==> src/rtl/rngc_pkg.sv <==
package rngc_pkg;
  typedef enum logic [1:0] {ST_IDLE, ST_RUN, ST_DONE} opState_t;

  typedef enum logic [2:0] {SEL_VER, SEL_CMD, SEL_CTRL, SEL_STAT, SEL_DATA, SEL_NONE} regSel_t;

  // Operation index: 0 = self-test, 1 = seed (matches command bit order)
  localparam int NUM_OPS = 2;
  localparam int OP_TEST = 0;
  localparam int OP_SEED = 1;

  typedef struct packed {
    logic                softRst;
    logic                irqClr;
    logic [NUM_OPS-1:0]  start;
    logic                ctrlWr;
    logic [2:0]          ctrlVal; // {maskErr, maskDone, autoSeed}
    logic                dataStep;
  } ctlStrobes_t;

  localparam logic [31:0] VERSION_WORD = 32'h1000_0240;
endpackage

==> src/rtl/rngc_op_seq.sv <==
module rngc_op_seq
  import rngc_pkg::*;
#(
  parameter int DONE_DELAY = 16
) (
  input  logic     clk,
  input  logic     rstN,
  input  logic     start,
  input  logic     softRst,
  output opState_t state,
  output logic     doneEvt
);
  localparam int CNT_W = $clog2(DONE_DELAY + 1);

  logic [CNT_W-1:0] cnt;

  assign doneEvt = !start && !softRst && (state == ST_RUN) && (cnt == CNT_W'(1));

  always_ff @(posedge clk or negedge rstN) begin
    if (!rstN) begin
      state <= ST_IDLE;
      cnt   <= '0;
    end else if (start) begin
      state <= ST_RUN;
      cnt   <= CNT_W'(DONE_DELAY);
    end else if (softRst) begin
      state <= ST_IDLE;
      cnt   <= '0;
    end else if (state == ST_RUN) begin
      if (cnt == CNT_W'(1)) begin
        state <= ST_DONE;
        cnt   <= '0;
      end else begin
        cnt <= cnt - CNT_W'(1);
      end
    end
  end
endmodule

==> src/rtl/rngc_ctrl.sv <==
module rngc_ctrl
  import rngc_pkg::*;
#(
  parameter int ADDR_W = 8
) (
  input  logic [ADDR_W-1:0] addr,
  input  logic              wrEn,
  input  logic [31:0]       wdata,
  input  logic              rdEn,
  output regSel_t           regSel,
  output ctlStrobes_t       strobes
);
  always_comb begin
    case (addr)
      ADDR_W'(8'h00): regSel = SEL_VER;
      ADDR_W'(8'h04): regSel = SEL_CMD;
      ADDR_W'(8'h08): regSel = SEL_CTRL;
      ADDR_W'(8'h0C): regSel = SEL_STAT;
      ADDR_W'(8'h14): regSel = SEL_DATA;
      default:        regSel = SEL_NONE;
    endcase
  end

  logic cmdWr;
  assign cmdWr = wrEn && (regSel == SEL_CMD);

  always_comb begin
    strobes          = '0;
    strobes.softRst  = cmdWr && wdata[6];
    strobes.irqClr   = cmdWr && (wdata[5] || wdata[4]);
    strobes.start[OP_SEED] = cmdWr && wdata[1];
    strobes.start[OP_TEST] = cmdWr && wdata[0];
    strobes.ctrlWr   = wrEn && (regSel == SEL_CTRL);
    strobes.ctrlVal  = wdata[6:4];
    strobes.dataStep = rdEn && (regSel == SEL_DATA);
  end
endmodule

==> src/rtl/rngc_datapath.sv <==
module rngc_datapath
  import rngc_pkg::*;
#(
  parameter int          DONE_DELAY = 16,
  parameter logic [31:0] LFSR_SEED  = 32'hACE1_2468,
  parameter logic [31:0] LFSR_TAPS  = 32'h8020_0003
) (
  input  logic        clk,
  input  logic        rstN,
  input  ctlStrobes_t strobes,
  input  regSel_t     regSel,
  output logic [31:0] rdata,
  output logic        irq
);
  opState_t           opState [NUM_OPS];
  logic [NUM_OPS-1:0] opDone;
  logic [NUM_OPS-1:0] opRun;
  logic [NUM_OPS-1:0] opFin;

  for (genvar i = 0; i < NUM_OPS; i++) begin : g_op
    rngc_op_seq #(.DONE_DELAY(DONE_DELAY)) u_seq (
      .clk     (clk),
      .rstN    (rstN),
      .start   (strobes.start[i]),
      .softRst (strobes.softRst),
      .state   (opState[i]),
      .doneEvt (opDone[i])
    );
    assign opRun[i] = (opState[i] == ST_RUN);
    assign opFin[i] = (opState[i] == ST_DONE);
  end

  logic maskErr, maskDone, autoSeed;

  always_ff @(posedge clk or negedge rstN) begin
    if (!rstN) begin
      {maskErr, maskDone, autoSeed} <= 3'b000;
    end else if (strobes.softRst) begin
      {maskErr, maskDone, autoSeed} <= 3'b000;
    end else if (strobes.ctrlWr) begin
      {maskErr, maskDone, autoSeed} <= strobes.ctrlVal;
    end
  end

  always_ff @(posedge clk or negedge rstN) begin
    if (!rstN) begin
      irq <= 1'b0;
    end else if ((|opDone) && !maskDone) begin
      irq <= 1'b1;
    end else if (strobes.irqClr) begin
      irq <= 1'b0;
    end
  end

  logic [31:0] lfsr;

  always_ff @(posedge clk or negedge rstN) begin
    if (!rstN) begin
      lfsr <= LFSR_SEED;
    end else if (strobes.dataStep) begin
      lfsr <= (lfsr >> 1) ^ (lfsr[0] ? LFSR_TAPS : 32'h0);
    end
  end

  logic busy;
  assign busy = |opRun;

  always_comb begin
    rdata = '0;
    case (regSel)
      SEL_VER:  rdata = VERSION_WORD;
      SEL_CMD:  rdata[1:0] = {opRun[OP_SEED], opRun[OP_TEST]};
      SEL_CTRL: rdata[6:4] = {maskErr, maskDone, autoSeed};
      SEL_STAT: begin
        rdata[15:12] = 4'd5;
        rdata[11:8]  = 4'd5;
        rdata[6]     = 1'b1;
        rdata[5]     = opFin[OP_SEED];
        rdata[4]     = opFin[OP_TEST];
        rdata[1]     = busy;
        rdata[0]     = !busy;
      end
      SEL_DATA: rdata = lfsr;
      default:  rdata = '0;
    endcase
  end
endmodule

==> src/rtl/rng_ctrl_regs.sv <==
module rng_ctrl_regs
  import rngc_pkg::*;
#(
  parameter int          ADDR_W     = 8,
  parameter int          DONE_DELAY = 16,
  parameter logic [31:0] LFSR_SEED  = 32'hACE1_2468
) (
  input  logic              clk,
  input  logic              rstN,
  input  logic [ADDR_W-1:0] addr,
  input  logic              wrEn,
  input  logic [31:0]       wdata,
  input  logic              rdEn,
  output logic [31:0]       rdata,
  output logic              irq
);
  regSel_t     regSel;
  ctlStrobes_t strobes;

  rngc_ctrl #(.ADDR_W(ADDR_W)) u_ctrl (
    .addr    (addr),
    .wrEn    (wrEn),
    .wdata   (wdata),
    .rdEn    (rdEn),
    .regSel  (regSel),
    .strobes (strobes)
  );

  rngc_datapath #(
    .DONE_DELAY (DONE_DELAY),
    .LFSR_SEED  (LFSR_SEED)
  ) u_dp (
    .clk     (clk),
    .rstN    (rstN),
    .strobes (strobes),
    .regSel  (regSel),
    .rdata   (rdata),
    .irq     (irq)
  );
endmodule

==> config.mk <==
export PLATFORM = sky130hd
export DESIGN_NAME = rng_ctrl_regs
export DESIGN_NICKNAME = d
export VERILOG_FILES = /design/src/rtl/rngc_pkg.sv /design/src/rtl/rngc_op_seq.sv /design/src/rtl/rngc_ctrl.sv /design/src/rtl/rngc_datapath.sv /design/src/rtl/rng_ctrl_regs.sv
export SDC_FILE = /design/constraint.sdc
export NUM_CORES = 1
export LEC_CHECK = 0
export BUFFER_PORTS_ARGS = -buffer_cell sky130_fd_sc_hd__buf_2
export CELL_PAD_IN_SITES_DETAIL_PLACEMENT = 1
export CELL_PAD_IN_SITES_GLOBAL_PLACEMENT = 1
export CORE_MARGIN = 3
export CORE_UTILIZATION = 40
export DETAILED_ROUTE_END_ITERATION = 12
export PLACE_DENSITY_LB_ADDON = 0.1
export SLEW_MARGIN = 40
export SYNTH_ARGS = -nofsm -noshare
export SYNTH_HDL_FRONTEND = slang
export SYNTH_HIERARCHICAL = 1
export SYNTH_SLANG_ARGS = --single-unit
==> constraint.sdc <==
create_clock -name clk -period 3.21 [get_ports clk]
set_input_delay 0.642 -clock clk [delete_from_list [all_inputs] [get_ports clk]]
set_output_delay 0.642 -clock clk [all_outputs]
set_load 0.005 [all_outputs]
# Word-level counts from Yosys, hierarchy flattened
# Index checks and enable logic that the tools add are counted.
dict set report classes {
  add_sub_neg 2
  mul 0
  div_mod_pow 0
  n_lt_le_gt_ge 0
  eq_ne 14
  shifts 0
  n_mux 32
  n_bitwise 1
  n_reduce_logical 32
}
# cell n
set ops {}
lappend ops {{2-to-1 mux 5 bit} 8}
lappend ops {{2-to-1 mux 32 bit} 1}
lappend ops {{one-hot mux 16 bit (2 select lines)} 1}
lappend ops {{bitwise XOR 31 x 32 -> 32 bit} 1}
lappend ops {{one-hot mux 8 bit (3 select lines)} 1}
lappend ops {{2-to-1 mux 2 bit} 9}
lappend ops {{equality test 8 x 4 -> 1 bit, second input constant} 2}
lappend ops {{one-hot mux 3 bit (5 select lines)} 1}
lappend ops {{logical AND 1 bit} 14}
lappend ops {{one-hot mux 3 bit (4 select lines)} 1}
lappend ops {{nonzero test 3 bit} 4}
lappend ops {{equality test 5 x 1 -> 1 bit, second input constant} 2}
lappend ops {{subtractor 5 x 1 -> 5 bit, second input constant} 2}
lappend ops {{2-to-1 mux 1 bit} 9}
lappend ops {{equality test 8 x 3 -> 1 bit, second input constant} 1}
lappend ops {{equality test 8 x 5 -> 1 bit, second input constant} 1}
lappend ops {{logical NOT 8 bit} 1}
lappend ops {{equality test 3 x 2 -> 1 bit, second input constant} 2}
lappend ops {{one-hot mux 2 bit (3 select lines)} 1}
lappend ops {{logical NOT 1 bit} 5}
lappend ops {{equality test 2 x 1 -> 1 bit, second input constant} 2}
lappend ops {{equality test 2 bit, second input constant} 2}
lappend ops {{AND reduction 2 bit} 2}
lappend ops {{nonzero test 2 bit} 2}
lappend ops {{other kinds (5)} 6}
dict set report word_totals {
  regBits 50
  latch_bits 0
  ramBits 0
  rom_bits 0
  inputBits 44
  out_inout_bits 33
  wordCells 90
  mem_count 0
}

# Longest topological paths before layout
# Gate-level depths: netlist of the first run.
dict set report depth {
  depth_word 12
  mapped_depth 8
  mapped_depth_nobuf 6
}

# Cells and area by module
# Netlist of the first run, hierarchy kept.
# module n_inst cells_per_inst area_per_inst_um2 seq_area_each_um2
set by_module_without_submodules {}
lappend by_module_without_submodules {rngc_datapath 1 147 1756.7 917.1}
lappend by_module_without_submodules {rngc_op_seq 2 37 372.9 175.2}
lappend by_module_without_submodules {rngc_ctrl 1 24 156.4 0.0}

# Worst setup path before layout of the first run
# No wires, ideal clock.
dict set report synth_timing {
  path_type {input -> output}
  from {in addr[1]}
  to {out rdata[17]}
  arrival_time_ns 2.096
  required_time_ns 2.568
  setup_slack_ns 0.472
  stages 7
  n_path_buf 2
  path_cell_list {or4_4 > nor2_1 > nand2_1 > buf_2 > nor3b_4 > buf_6 > and2_1}
}
dict set report synth_between {
  elab_chain_cells 4
  elab_cells_between_ends 9
  cone_classes {eq/ne (5); mux (2); reduce/logical (2)}
}
# item line
set synth_lines {}
lappend synth_lines {{from (decl)} rng_ctrl_regs.sv:10} ;# input logic [ADDR_W-1:0] addr,
lappend synth_lines {{equality test 8 x 5 -> 1 bit (tied with other cells)} rngc_ctrl.sv:14} ;# case (addr)
lappend synth_lines {{one-hot mux 3 bit (5 select lines) *} rngc_ctrl.sv:14}
lappend synth_lines {{named net regSel[0]} rng_ctrl_regs.sv:17} ;# regSel_t regSel;
lappend synth_lines {{equality test 3 bit or logical NOT 3 bit (tied branches)} rngc_datapath.sv:70} ;# case (regSel)
lappend synth_lines {{one-hot mux 16 bit (2 select lines) *} rngc_datapath.sv:70}
lappend synth_lines {{to (decl)} rng_ctrl_regs.sv:14} ;# output logic [31:0] rdata,
# Mark *: on every way through the listed nets, which the timed path passes. The rest lies on a longest branch.

# Worst setup path in the final report of the first run
dict set report layout_timing {
  from {in addr[1]}
  to {out rdata[0]}
}
dict set report layout_between {
  elab_chain_cells 4
  elab_cells_between_ends 10
  cone_classes {eq/ne (7); mux (2); reduce/logical (1)}
}
# item line
set layout_lines {}
lappend layout_lines {{equality test 8 x 5 -> 1 bit (tied with other cells)} rngc_ctrl.sv:14}
lappend layout_lines {{one-hot mux 3 bit (5 select lines) *} rngc_ctrl.sv:14}
lappend layout_lines {{named net regSel[0]} rng_ctrl_regs.sv:17}
lappend layout_lines {{equality test 3 bit (tied with other cells)} rngc_datapath.sv:70}
lappend layout_lines {{one-hot mux 2 bit (3 select lines) *} rngc_datapath.sv:70}
# Marked as above.

==> flow_summary.yaml, run 1 <==
clocking:
  postCtsHoldBufs: 0
  cts_inserted_buffers: 5
  clock_path_buffers: 2
  tritoncts: "done"
  cts.sinks: 50
  clkTransAtPathRegs_ns: 0.09
  postCtsSetupBuffers: 0
  post_cts_resized: 0
  root_buffer: "clkbuf_8"
  clkLatencyLatePin_ns: 0.30
  cts_htree_levels: 2
cells_and_area:
  multi_input_area_sq_um: 1290
  seqCellArea_sq_um: 1270
  antenna_cells: 0
  areaGrowthSynthToFinish_pct: 16.7
  fillers: 731
  drive_gt1_frac: 0.405
  num-nets-final: 346
  postLayoutCoreUtil: 0.486
synthesis:
  synth_edf_count: 0
  ys_seq_area_frac: 0.477
  syn_area_sq_um: 2660
  yosysTopAreaCell: "dfrtp_1"
  synthCells: 245
  ys_async_sr_fraction: 1.00
  synthMostInstantiatedCell: "dfrtp_1"
  syn_area_per_cell_sq_um: 10.9
  synth_area_leaders: "dfrtp_1, dfstp_2, mux2_2, and2_1, mux2i_1"
  ys_types: 43
  netlist.area_leader.share: 0.348
  syn_nets: 293
  ys.warnings.count: 6
  synthTopCellsByCount: "dfrtp_1, mux2_2, and2_1, nor2_1, nand2_1"
  synthFlopType: "dfrtp_1"
  synth-seq-cells: 50
global_route:
  grt_overflow: 0
  antenna_found_initial: 0
  grt_pass1_wl_um: 9410
  grt_usage: 0.155
  grt_max_degree: 37
  first_global_vias: 1931
timing:
  slew_violations: 0
  fmax_ghz: 0.335
  period_needed_ns: 2.98
  finalHoldViolCount: 0
  fin_skew_ns: 0.00419
  post-route-period-util: 0.929
  maxSlewHeadroom: 0.657
  setup_tns_ns: 0
  grt_setup_unrepaired: "false"
  setup_violations: 0
  worst_pin_slew_ns: 0.511
run_status:
  status: "complete, no violations"
floorplanning:
  core_sq_um: 6390
  die_w_um: 87.5
  die-area_sq_um: 7660
  core.rowCount: 29
  chipHeight_um: 87.5
  initial_core_util: 0.416
  num_io_pins: 77
worst_setup_path:
  crit_path_end_kind: "output pin"
  startpoint: "addr[1]"
  critical_path_class: "in2out"
  cp_max_fo: 28
  cp.arrival_ns: 2.34
  ff2ff_path_depth: 7
  rr_startpoint: "u_dp/g_op[1].u_seq/cnt[1]$_DFFE_PN0P_"
  startpoint_type: "primary input"
  crit_required_ns: 2.57
placement:
  place.gp.congestion: 0.772
  hpwl_um: 4160
  numPortBuffers: 49
detailed_routing:
  ant_nets: 0
  routedWlPerCell_um: 15.1
  first_iter_violations: 47
  avgViaCountPerCell: 5.26
  vias: 1976
  totalWireLength_um: 5690
  drcViolationCount: 0
  firstDrtPassIters: 4
worst_hold_path:
  worstHoldPathType: "in2async"
power:
  power_density_nw_per_um2: 373
  peakVddDrop_uv: 158
  p_leak_nw: 1.51
run:
  maxCapViolCount: 0
## where the power goes
part	switching [mW]	internal, mW
clock	0.214	0.154
combinational	0.0530	0.0464
sequential	0.0292	0.659
## cells by family after synthesis
group	after synthesis	synth area share
and+or+nand+nor	100	0.224
DFF	50	0.477
muxes	33	0.137
AOI/OAI and AO/OA	32	0.0847
buffers and inverters	21	0.0419
xor gates and xnor gates	5	0.0165
adders and majority gates	4	0.0188
## routing by layer
layer,track usage,share of wire
met2,0.252,0.48
met3,0.0310,0.054
met4,0.0418,0.0084
met5,0,0
met1,0.213,0.46
## flip-flops by register name, indices dropped and copies added, names as in the netlist
signal and flops:
u_dp/lfsr 32, u_dp/g_op.u_seq/cnt 10, u_dp/g_op.u_seq/state 4, u_dp/autoSeed 1, u_dp/irq 1, u_dp/maskDone 1, u_dp/maskErr 1
## worst max-delay path, cell delays in order
cell and delay [ns]:
buf_2 0.10, or4_4 0.55, nor2_1 0.11, nand2_1 0.19, nor3b_4 0.26, buf_12 0.19, nand2_1 0.07, nand3_1 0.09
buf_2 0.12
## cell usage in the layout (no fill, tap or decap), types with 5 or more instances in the layout
| cell | n |
|---|---|
| xnor2_1 | 5 |
| dfstp_2 | 13 |
| buf_4 | 7 |
| nand2_1 | 15 |
| dfrtp_1 | 37 |
| and2_1 | 21 |
| inv_1 | 10 |
| clkbuf_8 | 5 |
| nor2b_1 | 6 |
| a21oi_1 | 8 |
| nand2b_1 | 9 |
| mux2i_1 | 6 |
| buf_2 | 49 |
| nor3_1 | 8 |
| nor2_1 | 16 |
| mux2_2 | 27 |
## worst paths after layout
path                                              to  slack (ns)
max                                         rdata[0]        0.23
min                         u_dp/lfsr[7]$_DFFE_PN0P_        0.27
max reg2reg                     u_dp/irq$_DFFE_PN0P_        1.55
min reg2reg                 u_dp/lfsr[8]$_DFFE_PN0P_        0.51
max in group asynchronous  u_dp/lfsr[27]$_DFFE_PN1P_        2.12
min in group clk            u_dp/lfsr[8]$_DFFE_PN0P_        0.51
## through the flow
| stage | setup slack, ns | total power [mW] | std cells | hold WS, ns | instance area, sq um |
|---|---|---|---|---|---|
| 2_1_floorplan | 0.472 | 0.754 | 245 | 0.346 | 2660 |
| 3_3_place_gp | 0.237 | 0.797 | 368 | 0.492 | 3010 |
| 3_5_place_dp | 0.228 | 0.802 | 368 | 0.498 | 3010 |
| 4_1_cts | 0.224 | 1.17 | 376 | 0.282 | 3100 |
| 5_1_grt | 0.113 | 1.22 | 376 | 0.295 | 3100 |
| 6_report | 0.229 | 1.16 | 376 | 0.270 | 3100 |
## area by class of cell
type,count,area share
well taps,77,0.0311
multi-input cells,174,0.418
repair buffers,57,0.102
inverters,10,0.0121
clock buffers,6,0.0234
flip-flops and latches,50,0.409
clock inverters,2,0.00484
(Power assumes the default switching activity.)
==> inputs of run 2 (changes only) <==
PLACE_DENSITY = 0.81   (was default)
PLACE_DENSITY_LB_ADDON = default   (was 0.1)
==> run 2 against run 1 <==
Via count up 1.5%. Die area unchanged. Critical path depth down 1. Sequential cell count unchanged. Cell count down 0.27%. Count of clock-buffer cells in the layout down 1. Total power up 0.85%. Worst setup slack worse by 0.026 ns. Cell area down 0.20%.
==> flow_summary.yaml, run 2 (synthesized netlist as in run 1, its figures left out) <==
clocking:
  post_cts_resized: 0
  clock_path_buffers: 2
  cts_inserted_buffers: 5
  clkTransAtPathRegs_ns: 0.09
  root_buffer: "clkbuf_8"
  cts_htree_levels: 2
  postCtsHoldBufs: 0
  clkLatencyLatePin_ns: 0.31
  tritoncts: "done"
  postCtsSetupBuffers: 0
  cts.sinks: 50
worst_setup_path:
  cp_max_fo: 7
  startpoint_type: "primary input"
  crit_required_ns: 2.57
  crit_path_end_kind: "output pin"
  critical_path_class: "in2out"
  cp.arrival_ns: 2.37
  critical-path-slowest-cell: "or4_4"
  path_cells: "buf_2 > or4_4 > nor2_1 > nand2_1 > buf_4 > nor2b_1 > a221oi_1 > buf_2"
  cp_num_cells: 8
  critical_path.most_common_cell: "buf_2"
  crit_family: "simple AND/OR/NAND/NOR gates"
  crit_path_max_incr_delay_ns: 0.56
  cp_num_buf_inv: 3
  ff2ff_path_depth: 6
timing:
  finalHoldViolCount: 0
  period_needed_ns: 3.01
  holdWs_ns: 0.338
  setup_tns_ns: 0
  maxSlewHeadroom: 0.583
  fin_skew_ns: 0.0111
  post-route-period-util: 0.937
  setup_violations: 0
  grt_setup_unrepaired: "false"
  fin_ws_ns: 0.202
  slew_violations: 0
  worst_pin_slew_ns: 0.625
  fmax_ghz: 0.332
global_route:
  antenna_found_initial: 0
  first_global_vias: 2100
  grt_max_degree: 49
  grt_usage: 0.164
  grt_overflow: 0
  grt_pass1_wl_um: 9930
power:
  switchingPower_mw: 0.305
  power_frac_comb: 0.084
  p_seq_frac: 0.591
  clkPwrFrac: 0.324
  netSwitchingFraction: 0.262
  internal-power_mw: 0.861
  peakVddDrop_uv: 182
  power_density_nw_per_um2: 377
  p_leak_nw: 1.51
  power_mw: 1.17
detailed_routing:
  avgViaCountPerCell: 5.35
  drcViolationCount: 0
  routedWlPerCell_um: 15.5
  firstDrtPassIters: 4
  ant_nets: 0
  totalWireLength_um: 5800
  vias: 2005
  first_iter_violations: 73
placement:
  place.gp.congestion: 0.771
  hpwl_um: 4380
  numPortBuffers: 49
  pre_cts_ws_ns: 0.173
  dp.cells: 367
cells_and_area:
  reg_top3: "u_dp/lfsr: 32 flops, u_dp/g_op.u_seq/cnt: 10 flops, u_dp/g_op.u_seq/state: 4 flops"
  num-nets-final: 345
  areaGrowthSynthToFinish_pct: 16.4
  fillers: 741
  drive_gt1_frac: 0.409
  mostFrequentLayoutCell: "buf_2"
  antenna_cells: 0
  instances_no_fill: 375
  mostFrequentLayoutCells: "buf_2, dfrtp_1, mux2_2, and2_1, nor2_1"
  largest_reg_flops: 32
  largest_register: "u_dp/lfsr"
run:
  maxCapViolCount: 0
floorplanning:
  initial_core_util: 0.416
  num_io_pins: 77
  core_sq_um: 6390
  chipHeight_um: 87.5
  die-area_sq_um: 7660
  core.rowCount: 29
  die_w_um: 87.5
run_status:
  status: "complete, no violations"
worst_hold_path:
  worstHoldPathType: "in2async"
run 2: cell types whose count changed in the layout (fill, tap and decap cells not counted), sizes merged:
cell,delta
inv,+1
buf,-1
clkbuf,-1
run 2: power by group through the flow:
stage	registers [mW]	logic [mW]	clock network, mW
global placement	0.699	0.0941	0
CTS	0.690	0.101	0.394
detailed placement	0.701	0.100	0
finish	0.690	0.0983	0.378
global route	0.696	0.115	0.422
floorplan	0.692	0.0617	0
run 2: path summary, 6_finish.rpt:
path	from	end	slack [ns]
worst min-delay path	rstN	u_dp/lfsr[7]$_DFFE_PN0P_	0.34
worst max-delay path	addr[1]	rdata[6]	0.20
max in group asynchronous	rstN	u_dp/lfsr[26]$_DFFE_PN1P_	2.26
worst max register to register	u_dp/g_op[1].u_seq/cnt[1]$_DFFE_PN0P_	u_dp/irq$_DFFE_PN0P_	1.56
worst min register to register	u_dp/maskDone$_DFFE_PN0P_	u_dp/irq$_DFFE_PN0P_	0.51
min in group clk	u_dp/maskDone$_DFFE_PN0P_	u_dp/irq$_DFFE_PN0P_	0.51
run 2: layer usage:
metal	GRT usage	share of wire	up-vias
met3	0.0245	0.027	7
met1	0.198	0.41	1014
met4	0.0586	0.016	0
met5	0	0	-
met2	0.297	0.54	28
li1	-	-	956
run 2: cell type report:
type                    instances  area, sq um  share of cell area
well taps                      77         96.3              0.0311
multi-input cells             174         1300               0.420
repair buffers                 56          300              0.0970
clock buffers                   5         68.8              0.0222
flip-flops and latches         50         1270               0.409
clock inverters                 3         23.8             0.00768
inverters                      10         37.5              0.0121
run 2: worst reg2reg max path: stages (launching register included):
cell	delay, ns
dfrtp_1	0.40
inv_1	0.08
ha_1	0.16
nor4b_2	0.40
nor4b_1	0.31
nor2_1	0.09
o22ai_1	0.13
run 2: per-stage QoR:
step	area, sq um	utilization
after detailed placement	2990	0.468
after floorplan	2660	-
final	3100	0.485
after global placement	2990	0.468
after CTS	3080	0.483
after global routing	3100	0.485
